## config.mk

```make
export PLATFORM = sky130hd
export DESIGN_NAME = mbox_bridge
export DESIGN_NICKNAME = d
export VERILOG_FILES = /design/src/rtl/mbox_pkg.sv /design/src/rtl/mbox_sram.sv /design/src/rtl/mbox_host_port.sv /design/src/rtl/mbox_mirror_sel.sv /design/src/rtl/mbox_engine.sv /design/src/rtl/mbox_bridge.sv
export SDC_FILE = /design/constraint.sdc
export NUM_CORES = 1
export LEC_CHECK = 0
export ABC_AREA = 0
export ABC_CLOCK_PERIOD_IN_PS = 4400
export BUFFER_PORTS_ARGS = -buffer_cell sky130_fd_sc_hd__buf_2
export CAP_MARGIN = 20
export CELL_PAD_IN_SITES_DETAIL_PLACEMENT = 1
export CELL_PAD_IN_SITES_GLOBAL_PLACEMENT = 2
export CORE_AREA = 2 2 324 326
export DETAILED_ROUTE_END_ITERATION = 7
export DIE_AREA = 0 0 326 328
export GPL_ROUTABILITY_DRIVEN = 0
export GPL_TIMING_DRIVEN = 0
export PLACE_DENSITY = 0.49
export SYNTH_ARGS = -nofsm -noshare
export SYNTH_HDL_FRONTEND = slang
export SYNTH_SLANG_ARGS = --single-unit
```

## constraint.sdc

```tcl
create_clock -name clk -period 4.4 [get_ports clk]
set_input_delay 0.66 -clock clk [delete_from_list [all_inputs] [get_ports clk]]
set_output_delay 0.66 -clock clk [all_outputs]
set_load 0.02 [all_outputs]
```

## src/rtl/mbox_pkg.sv

```systemverilog
package mbox_pkg;

    typedef enum logic [3:0] {
        ST_POLL,
        ST_DECODE,
        ST_RD_IDX,
        ST_LAT_IDX,
        ST_RD_VAL,
        ST_LAT_VAL,
        ST_BUS_WR,
        ST_BUS_RD,
        ST_BUS_WAIT,
        ST_PUT_VAL,
        ST_ACK,
        ST_MIRROR
    } eng_state_t;

    // Fixed mailbox slot locations inside the shared SRAM
    localparam logic [7:0] SLOT_MODE = 8'h1A;
    localparam logic [7:0] SLOT_IDX  = 8'h1B;
    localparam logic [7:0] SLOT_VAL  = 8'h1C;
    localparam logic [7:0] SLOT_IRQ  = 8'h1E;
    localparam logic [7:0] SLOT_RXST = 8'h1F;
    localparam logic [7:0] SLOT_FIFO = 8'h20;

    // Mode byte encodings
    localparam logic [7:0] REQ_IDLE = 8'h00;
    localparam logic [7:0] REQ_WR   = 8'h01;
    localparam logic [7:0] REQ_RD   = 8'h02;

endpackage

```

## src/rtl/mbox_sram.sv

```systemverilog
module mbox_sram #(
    parameter int AW = 6,
    localparam int DEPTH = 1 << AW
) (
    input  logic          clk,
    input  logic          rst_n,
    input  logic          h_en,
    input  logic          h_we,
    input  logic [AW-1:0] h_a,
    input  logic [7:0]    h_d,
    input  logic          b_en,
    input  logic          b_we,
    input  logic [AW-1:0] b_a,
    input  logic [7:0]    b_d,
    output logic          b_gnt,
    output logic [7:0]    q
);
    logic [7:0]    mem [DEPTH];
    logic          p_en;
    logic          p_we;
    logic [AW-1:0] p_a;
    logic [7:0]    p_d;

    // The host side always owns the port when it asks for it
    always_comb begin
        b_gnt = b_en && !h_en;
        if (h_en) begin
            p_en = 1'b1;
            p_we = h_we;
            p_a  = h_a;
            p_d  = h_d;
        end else begin
            p_en = b_en;
            p_we = b_we;
            p_a  = b_a;
            p_d  = b_d;
        end
    end

    always_ff @(posedge clk) begin
        if (!rst_n) begin
            for (int i = 0; i < DEPTH; i++) mem[i] <= 8'h00;
            q <= 8'h00;
        end else if (p_en) begin
            if (p_we) mem[p_a] <= p_d;
            else      q        <= mem[p_a];
        end
    end
endmodule

```

## src/rtl/mbox_host_port.sv

```systemverilog
module mbox_host_port #(
    parameter int AW = 6
) (
    input  logic          clk,
    input  logic          rst_n,
    input  logic          host_sel,
    input  logic          host_wr,
    input  logic          host_rd,
    input  logic [7:0]    host_wdata,
    input  logic [7:0]    sram_q,
    output logic          h_en,
    output logic          h_we,
    output logic [AW-1:0] h_a,
    output logic [7:0]    h_d,
    output logic [7:0]    host_rdata,
    output logic          host_rvalid
);
    logic [7:0] idx_q;
    logic [7:0] idx_snap_q;
    logic       from_sram_q;

    assign h_en = host_sel && (host_wr || host_rd);
    assign h_we = host_sel && host_wr;
    assign h_a  = idx_q[AW-1:0];
    assign h_d  = host_wdata;

    always_ff @(posedge clk) begin
        if (!rst_n) begin
            idx_q       <= 8'h00;
            idx_snap_q  <= 8'h00;
            from_sram_q <= 1'b0;
            host_rvalid <= 1'b0;
        end else begin
            host_rvalid <= host_rd;
            if (host_rd) begin
                from_sram_q <= host_sel;
                idx_snap_q  <= idx_q;
            end
            if (host_wr && !host_sel) idx_q <= host_wdata;
        end
    end

    assign host_rdata = from_sram_q ? sram_q : idx_snap_q;
endmodule

```

## src/rtl/mbox_mirror_sel.sv

```systemverilog
module mbox_mirror_sel #(
    parameter int AW = 6,
    parameter int FIFO_BYTES = 8,
    localparam int MIR_N = FIFO_BYTES + 2,
    localparam int SW = $clog2(MIR_N)
) (
    input  logic [SW-1:0]           slot,
    input  logic [7:0]              irq_ident,
    input  logic [7:0]              rx_status,
    input  logic [FIFO_BYTES*8-1:0] rx_fifo_bytes,
    output logic [AW-1:0]           mir_a,
    output logic [7:0]              mir_d
);
    import mbox_pkg::*;

    logic [7:0] slot_d [MIR_N];
    logic [7:0] slot_a [MIR_N];

    assign slot_d[0] = irq_ident;
    assign slot_a[0] = SLOT_IRQ;
    assign slot_d[1] = rx_status;
    assign slot_a[1] = SLOT_RXST;

    for (genvar k = 0; k < FIFO_BYTES; k++) begin : g_fifo_slot
        assign slot_d[k+2] = rx_fifo_bytes[k*8 +: 8];
        assign slot_a[k+2] = SLOT_FIFO + 8'(k);
    end

    always_comb begin
        mir_d = slot_d[slot];
        mir_a = slot_a[slot][AW-1:0];
    end
endmodule

```

## src/rtl/mbox_engine.sv

```systemverilog
module mbox_engine #(
    parameter int AW = 6,
    parameter int MIR_N = 10,
    localparam int SW = $clog2(MIR_N)
) (
    input  logic          clk,
    input  logic          rst_n,
    input  logic [7:0]    sram_q,
    input  logic          b_gnt,
    output logic          b_en,
    output logic          b_we,
    output logic [AW-1:0] b_a,
    output logic [7:0]    b_d,
    output logic [SW-1:0] mir_slot,
    input  logic [AW-1:0] mir_a,
    input  logic [7:0]    mir_d,
    input  logic [7:0]    reg_rdata,
    output logic          reg_wr,
    output logic          reg_rd,
    output logic [7:0]    reg_addr,
    output logic [7:0]    reg_wdata
);
    import mbox_pkg::*;

    eng_state_t state, nxt;
    logic [7:0] mode_q;
    logic [7:0] idx_q;
    logic [7:0] val_q;

    // State register
    always_ff @(posedge clk) begin
        if (!rst_n) state <= ST_POLL;
        else        state <= nxt;
    end

    // Transitions
    always_comb begin
        nxt = state;
        unique case (state)
            ST_POLL:     if (b_gnt) nxt = ST_DECODE;
            ST_DECODE:   nxt = (sram_q == REQ_WR || sram_q == REQ_RD) ? ST_RD_IDX : ST_MIRROR;
            ST_RD_IDX:   if (b_gnt) nxt = ST_LAT_IDX;
            ST_LAT_IDX:  nxt = (mode_q == REQ_WR) ? ST_RD_VAL : ST_BUS_RD;
            ST_RD_VAL:   if (b_gnt) nxt = ST_LAT_VAL;
            ST_LAT_VAL:  nxt = ST_BUS_WR;
            ST_BUS_WR:   nxt = ST_ACK;
            ST_BUS_RD:   nxt = ST_BUS_WAIT;
            ST_BUS_WAIT: nxt = ST_PUT_VAL;
            ST_PUT_VAL:  if (b_gnt) nxt = ST_ACK;
            ST_ACK:      if (b_gnt) nxt = ST_POLL;
            ST_MIRROR:   if (b_gnt) nxt = ST_POLL;
            default:     nxt = ST_POLL;
        endcase
    end

    // Outputs
    always_comb begin
        b_en   = 1'b0;
        b_we   = 1'b0;
        b_a    = SLOT_MODE[AW-1:0];
        b_d    = 8'h00;
        reg_wr = 1'b0;
        reg_rd = 1'b0;
        unique case (state)
            ST_POLL:    b_en = 1'b1;
            ST_RD_IDX:  begin b_en = 1'b1; b_a = SLOT_IDX[AW-1:0]; end
            ST_RD_VAL:  begin b_en = 1'b1; b_a = SLOT_VAL[AW-1:0]; end
            ST_PUT_VAL: begin b_en = 1'b1; b_we = 1'b1; b_a = SLOT_VAL[AW-1:0]; b_d = val_q; end
            ST_ACK:     begin b_en = 1'b1; b_we = 1'b1; b_d = REQ_IDLE; end
            ST_MIRROR:  begin b_en = 1'b1; b_we = 1'b1; b_a = mir_a; b_d = mir_d; end
            ST_BUS_WR:  reg_wr = 1'b1;
            ST_BUS_RD:  reg_rd = 1'b1;
            default:    ;
        endcase
    end

    assign reg_addr  = idx_q;
    assign reg_wdata = val_q;

    // Datapath latches
    always_ff @(posedge clk) begin
        if (!rst_n) begin
            mode_q   <= REQ_IDLE;
            idx_q    <= 8'h00;
            val_q    <= 8'h00;
            mir_slot <= '0;
        end else begin
            if (state == ST_DECODE)   mode_q <= sram_q;
            if (state == ST_LAT_IDX)  idx_q  <= sram_q;
            if (state == ST_LAT_VAL)  val_q  <= sram_q;
            if (state == ST_BUS_WAIT) val_q  <= reg_rdata;
            if (state == ST_MIRROR && b_gnt)
                mir_slot <= (mir_slot == SW'(MIR_N - 1)) ? '0 : mir_slot + 1'b1;
        end
    end
endmodule

```

## src/rtl/mbox_bridge.sv

```systemverilog
module mbox_bridge #(
    parameter int AW = 6,
    parameter int FIFO_BYTES = 8,
    localparam int MIR_N = FIFO_BYTES + 2,
    localparam int SW = $clog2(MIR_N)
) (
    input  logic                    clk,
    input  logic                    rst_n,
    input  logic                    host_sel,
    input  logic                    host_wr,
    input  logic                    host_rd,
    input  logic [7:0]              host_wdata,
    output logic [7:0]              host_rdata,
    output logic                    host_rvalid,
    output logic                    reg_wr,
    output logic                    reg_rd,
    output logic [7:0]              reg_addr,
    output logic [7:0]              reg_wdata,
    input  logic [7:0]              reg_rdata,
    input  logic [7:0]              irq_ident,
    input  logic [7:0]              rx_status,
    input  logic [FIFO_BYTES*8-1:0] rx_fifo_bytes
);
    logic          h_en, h_we, b_en, b_we, b_gnt;
    logic [AW-1:0] h_a, b_a, mir_a;
    logic [7:0]    h_d, b_d, mir_d, sram_q;
    logic [SW-1:0] mir_slot;

    mbox_host_port #(.AW(AW)) u_host (
        .clk(clk), .rst_n(rst_n), .host_sel(host_sel), .host_wr(host_wr),
        .host_rd(host_rd), .host_wdata(host_wdata), .sram_q(sram_q),
        .h_en(h_en), .h_we(h_we), .h_a(h_a), .h_d(h_d),
        .host_rdata(host_rdata), .host_rvalid(host_rvalid)
    );

    mbox_sram #(.AW(AW)) u_sram (
        .clk(clk), .rst_n(rst_n),
        .h_en(h_en), .h_we(h_we), .h_a(h_a), .h_d(h_d),
        .b_en(b_en), .b_we(b_we), .b_a(b_a), .b_d(b_d),
        .b_gnt(b_gnt), .q(sram_q)
    );

    mbox_mirror_sel #(.AW(AW), .FIFO_BYTES(FIFO_BYTES)) u_mir (
        .slot(mir_slot), .irq_ident(irq_ident), .rx_status(rx_status),
        .rx_fifo_bytes(rx_fifo_bytes), .mir_a(mir_a), .mir_d(mir_d)
    );

    mbox_engine #(.AW(AW), .MIR_N(MIR_N)) u_eng (
        .clk(clk), .rst_n(rst_n), .sram_q(sram_q), .b_gnt(b_gnt),
        .b_en(b_en), .b_we(b_we), .b_a(b_a), .b_d(b_d),
        .mir_slot(mir_slot), .mir_a(mir_a), .mir_d(mir_d),
        .reg_rdata(reg_rdata), .reg_wr(reg_wr), .reg_rd(reg_rd),
        .reg_addr(reg_addr), .reg_wdata(reg_wdata)
    );
endmodule

```

-- Word level (Yosys, flattened, before mapping)
Memories as Yosys holds them, arrays and structs flattened. A register that Yosys moved wholly into a read port is not among the register bits.
Cells that the tools add are included.
- memories kept: 2
- bits in read-only memories: 128
- RAM bits: 512
- bits in registers: 50
- memory list (memory ; words ; bits a word ; read ports ; clocked after Yosys merged registers in ; wr ports ; line ; source):
    u_sram.mem ; 64 ; 8 ; 1 ; 1 ; 64 ; mbox_sram.sv:18 ; logic [7:0] mem [DEPTH];
    (no name shown) ; 16 ; 8 ; 1 ; 0 ; 0 ; mbox_mirror_sel.sv:31 ; mir_a = slot_a[slot][AW-1:0];
- equal/unequal tests: 20
- add/subtract/negate cells: 1
- reduce and logical (&&, ||, !) cells: 19
- order comparisons: 1
- mux-type cells: 35
- bitwise operators: 2
- operators by type and width (cell ; number):
    two-way mux 8 bit ; 7
    case mux 4 bit (11 select lines) ; 1
    binary-select mux 8 bit (select 4 bit) ; 1
    two-way mux 4 bit ; 7
    two-way mux 6 bit ; 4
    equality test 4 bit (second input constant) ; 5
    case mux 6 bit (3 select lines) ; 1
    equality test 4 x 3 -> 1 bit (second input constant) ; 4
    equality test 8 x 1 -> 1 bit (second input constant) ; 2
    case mux 8 bit (2 select lines) ; 1
    two-way mux 1 bit ; 12
    inequality test 2 x 1 -> 1 bit (second input constant) ; 5
    equality test 4 x 2 -> 1 bit (second input constant) ; 2
    equality test 8 x 2 -> 1 bit (second input constant) ; 1
    OR reduction 8 bit ; 1
    OR reduction 6 bit ; 1
    >= comparator 5 bit (second input constant) ; 1
    logical AND 1 bit ; 5
    inverter 4 -> 5 bit ; 1
    AND reduction 5 bit ; 1
    adder 4 x 1 -> 4 bit (second input constant) ; 1
    equality test 4 x 1 -> 1 bit (second input constant) ; 1
    zero test 4 bit ; 1
    OR reduction 2 bit ; 2
    7 further kinds ; 10

-- Longest topological paths before layout
- depth in word-level cells: 10
- mapped depth: 15
- mapped depth without buffers: 10

-- By module
A second synthesis with hierarchy kept.
- cell total of the unflattened synthesis: 2170
- area total of the unflattened synthesis: 25380.6 um2
- modules (own cells, without submodules) (module ; cells an instance ; times used ; area each (um2) ; seq. area each (um2)):
    mbox_sram ; 1792 ; 1 ; 21992.3 ; 15534.9
    mbox_engine ; 210 ; 1 ; 1714.1 ; 640.6
    mbox_host_port ; 92 ; 1 ; 922.1 ; 360.3
    mbox_mirror_sel ; 76 ; 1 ; 752.0 ; 0.0

-- Least setup slack after synthesis
OpenSTA, ideal clock, no wires.
- path kind: register to register
- from: reg u_eng.mir_slot[1]
- to: mem u_sram.mem[26][0], enable pin
- stages on the path, launching flop included: 13
- required time: 4.070 ns
- setup slack: 1.184 ns
- arrival time: 2.887 ns
- cell sequence: dfxtp_1 > buf_1 > inv_1 > ha_1 > and3b_1 > o211ai_2 > a21boi_2 > nor3_1 > buf_2 > buf_2 > buf_2 > nand2_1 > nand2_1
- RTL lines (what ; line ; source):
    from (decl) ; mbox_engine.sv:14 ; output logic [SW-1:0] mir_slot,
    from (signal assigned) ; mbox_engine.sv:93 ; mir_slot <= (mir_slot == SW'(MIR_N - 1)) ? '0 : mir_slot + 1'b1;
    to (decl) ; mbox_sram.sv:18 ;

-- Worst setup path after layout
- from: reg u_eng.mir_slot[1]
- to: reg u_sram.q[3], read port of u_sram.mem
- longest elaborated chain between the ends: 6
- RTL lines (what ; line ; source):
    inverter 4 -> 5 bit (not written as such) ; mbox_mirror_sel.sv:31 ;
    memory (16 x 8 bit) ; -- ;
    two-way mux 6 bit (not written as such) (2 in series) ; mbox_mirror_sel.sv:31 ;
    case mux 6 bit (3 select lines) ; mbox_engine.sv:64 ; unique case (state)
    two-way mux 6 bit ; mbox_sram.sv:27 ; if (h_en) begin
    to (decl) ; mbox_sram.sv:16 ; output logic [7:0] q
Every way passes these cells. The select of a mux whose other input is x is not followed.
A chain may end at the register's enable or synchronous reset.

==> results list <==
* First-pass GRT wire length: about 170000 µm
- P per Cell Area: 507 nW/µm²
* Min-Delay Endpoint: u_host.idx_q[2]$_SDFFE_PN0P_
* Met2 wire len: around 60000 µm
* Detailed Route Iter0 Violations: roughly 2000
- Number of warnings reported in the yosys synthesis log: 0
- Peak clock frequency supported by timing: about 230 MHz
- Met3 Wirelength: approximately 6400 µm
* Initial core utilization: 24.9%
- Number of distinct library cells after synthesis: 76
* Int Pwr: 10200 µW
- Full die area: 107000 µm²
- Across the routed clock network, the largest skew measured is around 0.025 ns.
* Worst path arrival time: 4.87 ns
- Summing over every cut layer, the via total after detailed routing is 20000.
* Relative contribution of the clock network to total power: a little over a third
- The number of global-route vias before repair came to between 20000 and 25000.
- In this run the tightest slew margin relative to its limit is 15.0%.
- Counting every net in the synthesized netlist gives about 2300.
- Along the worst hold path, the cell count comes to 3.
* Clock Sink Count: between 500 and 600
- After detailed routing, the total wire length is roughly 130000 µm.
- Worst hold path startpoint: host_wdata[2]
- TritonCTS clock tree: done
* Post-synth EDFFs: 512
* Longest Clk Path Bufs: 3
- Core box area: around 100000 µm²
* Static leakage: 0.0107 µW
- STA classifies the critical path startpoint as a flip-flop.
* Sum of net half-perimeters after detailed placement: between 90000 and 100000 µm
* NetSw: between 5000 and 6000 µW
- At the worst endpoint, the required time is about 5.0 ns.
* Actual transition at the worst max-transition pin: about 1.3 ns
- Number of core rows: approximately 120
- Fraction of synthesized cell area taken by the top area cell type: 59.9%
* Grt ovf: 0
- The number of hold violations in the final report is 0.
- Max-cap violations in this run came to 0.
- Setup slack on the worst reg-to-reg path comes out at about 0.10 ns.
* Final ANT Viol Nets: 0
- Counting the fill cells in the layout gives between 10000 and 15000.
* Failing checks: design-rule violations
* Final slew viol count: 0
- Antenna violations before repair: 8
- Routed signal wires occupy layers up through met4.
- The H-tree was split into 3 levels.
- Height of the die: roughly 330 µm
* Flop pwr share: 41.1%
- After clock tree synthesis, the clock-pin slew on the worst setup and hold paths is around 0.060 ns.
- Measured on the finished design, the core utilization comes to approximately 30%.
* Width of the chip: 326 µm
* Top-level port count: approximately 130
* Ratio of final minimum period to clock period: 97.6%
- Dominant synthesized flop cell: edfxtp_1
* Register bit total from synthesis: 570
* Dominant cells by area after synthesis: edfxtp_1 (60%), nor2_1 (8.1%), dfxtp_1 (4.5%), nand2_1 (3.8%), mux2i_1 (2.7%)
- Net switching is between 30% and 40% of the power.
- Unrepaired setup endpoints after global routing: false
- The multi-input combinational cells in the finished layout cover a total of between 8000 and 9000 µm².
* Critical path endpoint category: flip-flop
- Total setup violations reported at the end of the flow: 0
* Min-Delay Path Class: in -> reg
- Worst R2R Path Depth: 14
- Routed len/inst: 33.1 µm
- Post-layout nets: between 2000 and 3000
* Smallest hold slack: 0.315 ns
* Largest area contributor in the netlist: edfxtp_1
- In this run the worst path has a maximum fanout of 10.
* Post-Synthesis Cells: about 2200
- Entering global routing, the biggest net connects 13 pins.
- The area growth from synthesis to layout is 20.2%.
* Post-synth ARST share: 0%
- Avg Synthesized Cell Area: ~12 µm²
* Cell area after synthesis: between 20000 and 30000 µm²
* Time the final worst path needs with I/O delays and setup: roughly 4.3 ns
- Post-cts hold buffer count: 0
- VDD sags by at most about 0.00024 V.
* Proportion of layout cells with a drive suffix above 1: between 15 and 20%
- After detailed routing, the number of vias per cell comes to between 5 and 6.
- Clk Latency, worst-skew pair: roughly 0.65 ns
* Routed length on met1: approximately 57000 µm
* Worst r2r dst: u_sram.q[3]$_SDFFE_PN0P_
- The run finished, with violations left.
- In this run, the combinational gates consume roughly 23% of the power.
- Clock buffers created by TritonCTS: 72
- Global routing consumed, over all layers together, 23.6% of the routing resources.
- For this run, design rule violations remaining after detail routing come to 4.
- Worst reg2reg path startpoint: u_eng.mir_slot[1]$_SDFFE_PN0P_
* Number of iterations in the first detailed-routing pass: 8
- Port Buffer Count: around 130
- For this run, the register share of the synthesized area comes to 64.4%.
- Master cell of the clock root buffer: clkbuf_16
* Register Area: about 17000 µm²
- The critical path is of the reg -> reg type.
critical path, cell delays in order, from the launching register on:
cell and delay (ns):
dfxtp_1 0.41, clkbuf_4 0.30, inv_1 0.11, ha_1 0.31
and3b_1 0.24, o211ai_2 0.27, and3_1 0.22, buf_6 0.21
and2_4 0.23, buf_6 0.17, buf_2 0.49, a22oi_1 0.23
a31oi_1 0.42, o21ai_0 0.36, a31oi_1 0.26
cells in the mapped netlist (6+ instances only):
cell type / count
nor2_1: 552
edfxtp_1: 512
nand2_1: 260
clkbuf_1: 117
mux2i_1: 68
dfxtp_1: 58
a21oi_1: 57
mux2_2: 52
a22oi_1: 45
a221oi_1: 41
o21ai_0: 41
a222oi_1: 32
buf_2: 32
nand3_1: 30
a21boi_0: 21
nor2b_1: 20
mux4_2: 18
a31oi_1: 16
o22ai_1: 15
a211oi_1: 13
a22o_1: 13
o211a_1: 11
a221o_1: 10
and3_1: 10
o211ai_1: 10
and2_1: 8
buf_1: 7
buf_4: 7
inv_1: 6
nand2b_1: 6
nand4_1: 6
o2111ai_1: 6
o21ai_1: 6
what timing repair did:
item	in CTS	in global routing
buffers inserted	0	2
resized for setup	38	29
cloned	0	0
setup endpoints to repair	832	378
worst max path at each step:
stage / slack [ns] / start / endpoint
floorplan: 1.18 / u_eng.mir_slot[1]$_SDFFE_PN0P_ / u_sram.mem[26][0]$_SDFFCE_PN0P_
global placement: -2.03 / u_eng.mir_slot[1]$_SDFFE_PN0P_ / u_sram.mem[14][1]$_SDFFCE_PN0P_
detailed placement: -0.96 / host_rd / u_sram.mem[43][4]$_SDFFCE_PN0P_
CTS: 0.003 / u_eng.mir_slot[1]$_SDFFE_PN0P_ / u_sram.mem[36][1]$_SDFFCE_PN0P_
global route: 0.0008 / u_eng.mir_slot[1]$_SDFFE_PN0P_ / u_sram.mem[25][1]$_SDFFCE_PN0P_
finish: 0.10 / u_eng.mir_slot[1]$_SDFFE_PN0P_ / u_sram.q[3]$_SDFFE_PN0P_
through the flow:
stage | power, µW | TNS, ns | std cells | cell area, µm² | setup slack, ns
after floorplan | 7980 | 0 | 2196 | 25700 | 1.18
final | 15600 | 0 | 3858 | 30900 | 0.104
after detailed placement | 9990 | -409.49 | 3730 | 28500 | -0.962
after CTS | 15700 | 0 | 3854 | 30700 | 0.00280
after global routing | 16100 | 0 | 3858 | 30900 | 0.000843
after global placement | 9870 | -832.65 | 3701 | 28000 | -2.03
kinds of logic (layout without fill, tap and decap cells):
logic type	Yosys count	after routing	synth area share (%)
adder cells (fa/ha/maj)	2	2	0.0975
multiplexers	138	138	6.51
other	0	1	0
XOR/XNOR	3	3	0.102
flip-flops	570	570	64.4
buffers and inverters	174	455	2.95
AND/OR/NAND/NOR	917	917	14.4
AO/OA/AOI/OAI	392	392	11.5
state kept, by name (all words and copies together), names as in the netlist:
name                flops
u_eng.reg_addr          8
u_host.host_rvalid      1
u_eng.reg_wdata         8
u_eng.state             4
u_eng.mode_q            8
u_eng.mir_slot          4
u_host.from_sram_q      1
u_host.idx_q            8
u_sram.q                8
u_sram.mem            512
u_host.idx_snap_q       8
power by group through the flow:
stage	Combinational (µW)	Sequential [µW]	Clock, µW
floorplan	1580	6400	0
global placement	3340	6520	0
detailed placement	3470	6530	0
global route	3630	6440	6010
finish	3520	6420	5700
CTS	3490	6420	5810
cell usage in the layout, fill, tap and decap left out, drive strengths merged, types with 32 or more instances in the layout:
cell / n
a22oi: 45
mux2i: 68
a221oi: 41
clkbuf: 212
nor2: 553
mux2: 52
a21oi: 57
nand2: 260
edfxtp: 512
o21ai: 48
a222oi: 32
buf: 204
dfxtp: 58
per-layer routing:
metal	vias to the layer above	global-route usage [%]
met1	10600	32.0
met5	-	0
met2	642	39.7
met3	165	3.16
li1	8581	-
met4	0	6.27
final cells by class:
cell class / instances / share of cell area [%]
flip-flops and latches: 570 / 53.6
multi-input cells: 1452 / 27.7
clock buffers: 95 / 6.12
well taps: 1380 / 5.60
repair buffers: 157 / 3.45
plain buffers: 165 / 2.52
clock inverters: 32 / 0.949
inverters: 6 / 0.0852
diodes: 1 / 0.00811
Power figures use the tool's default switching activity.
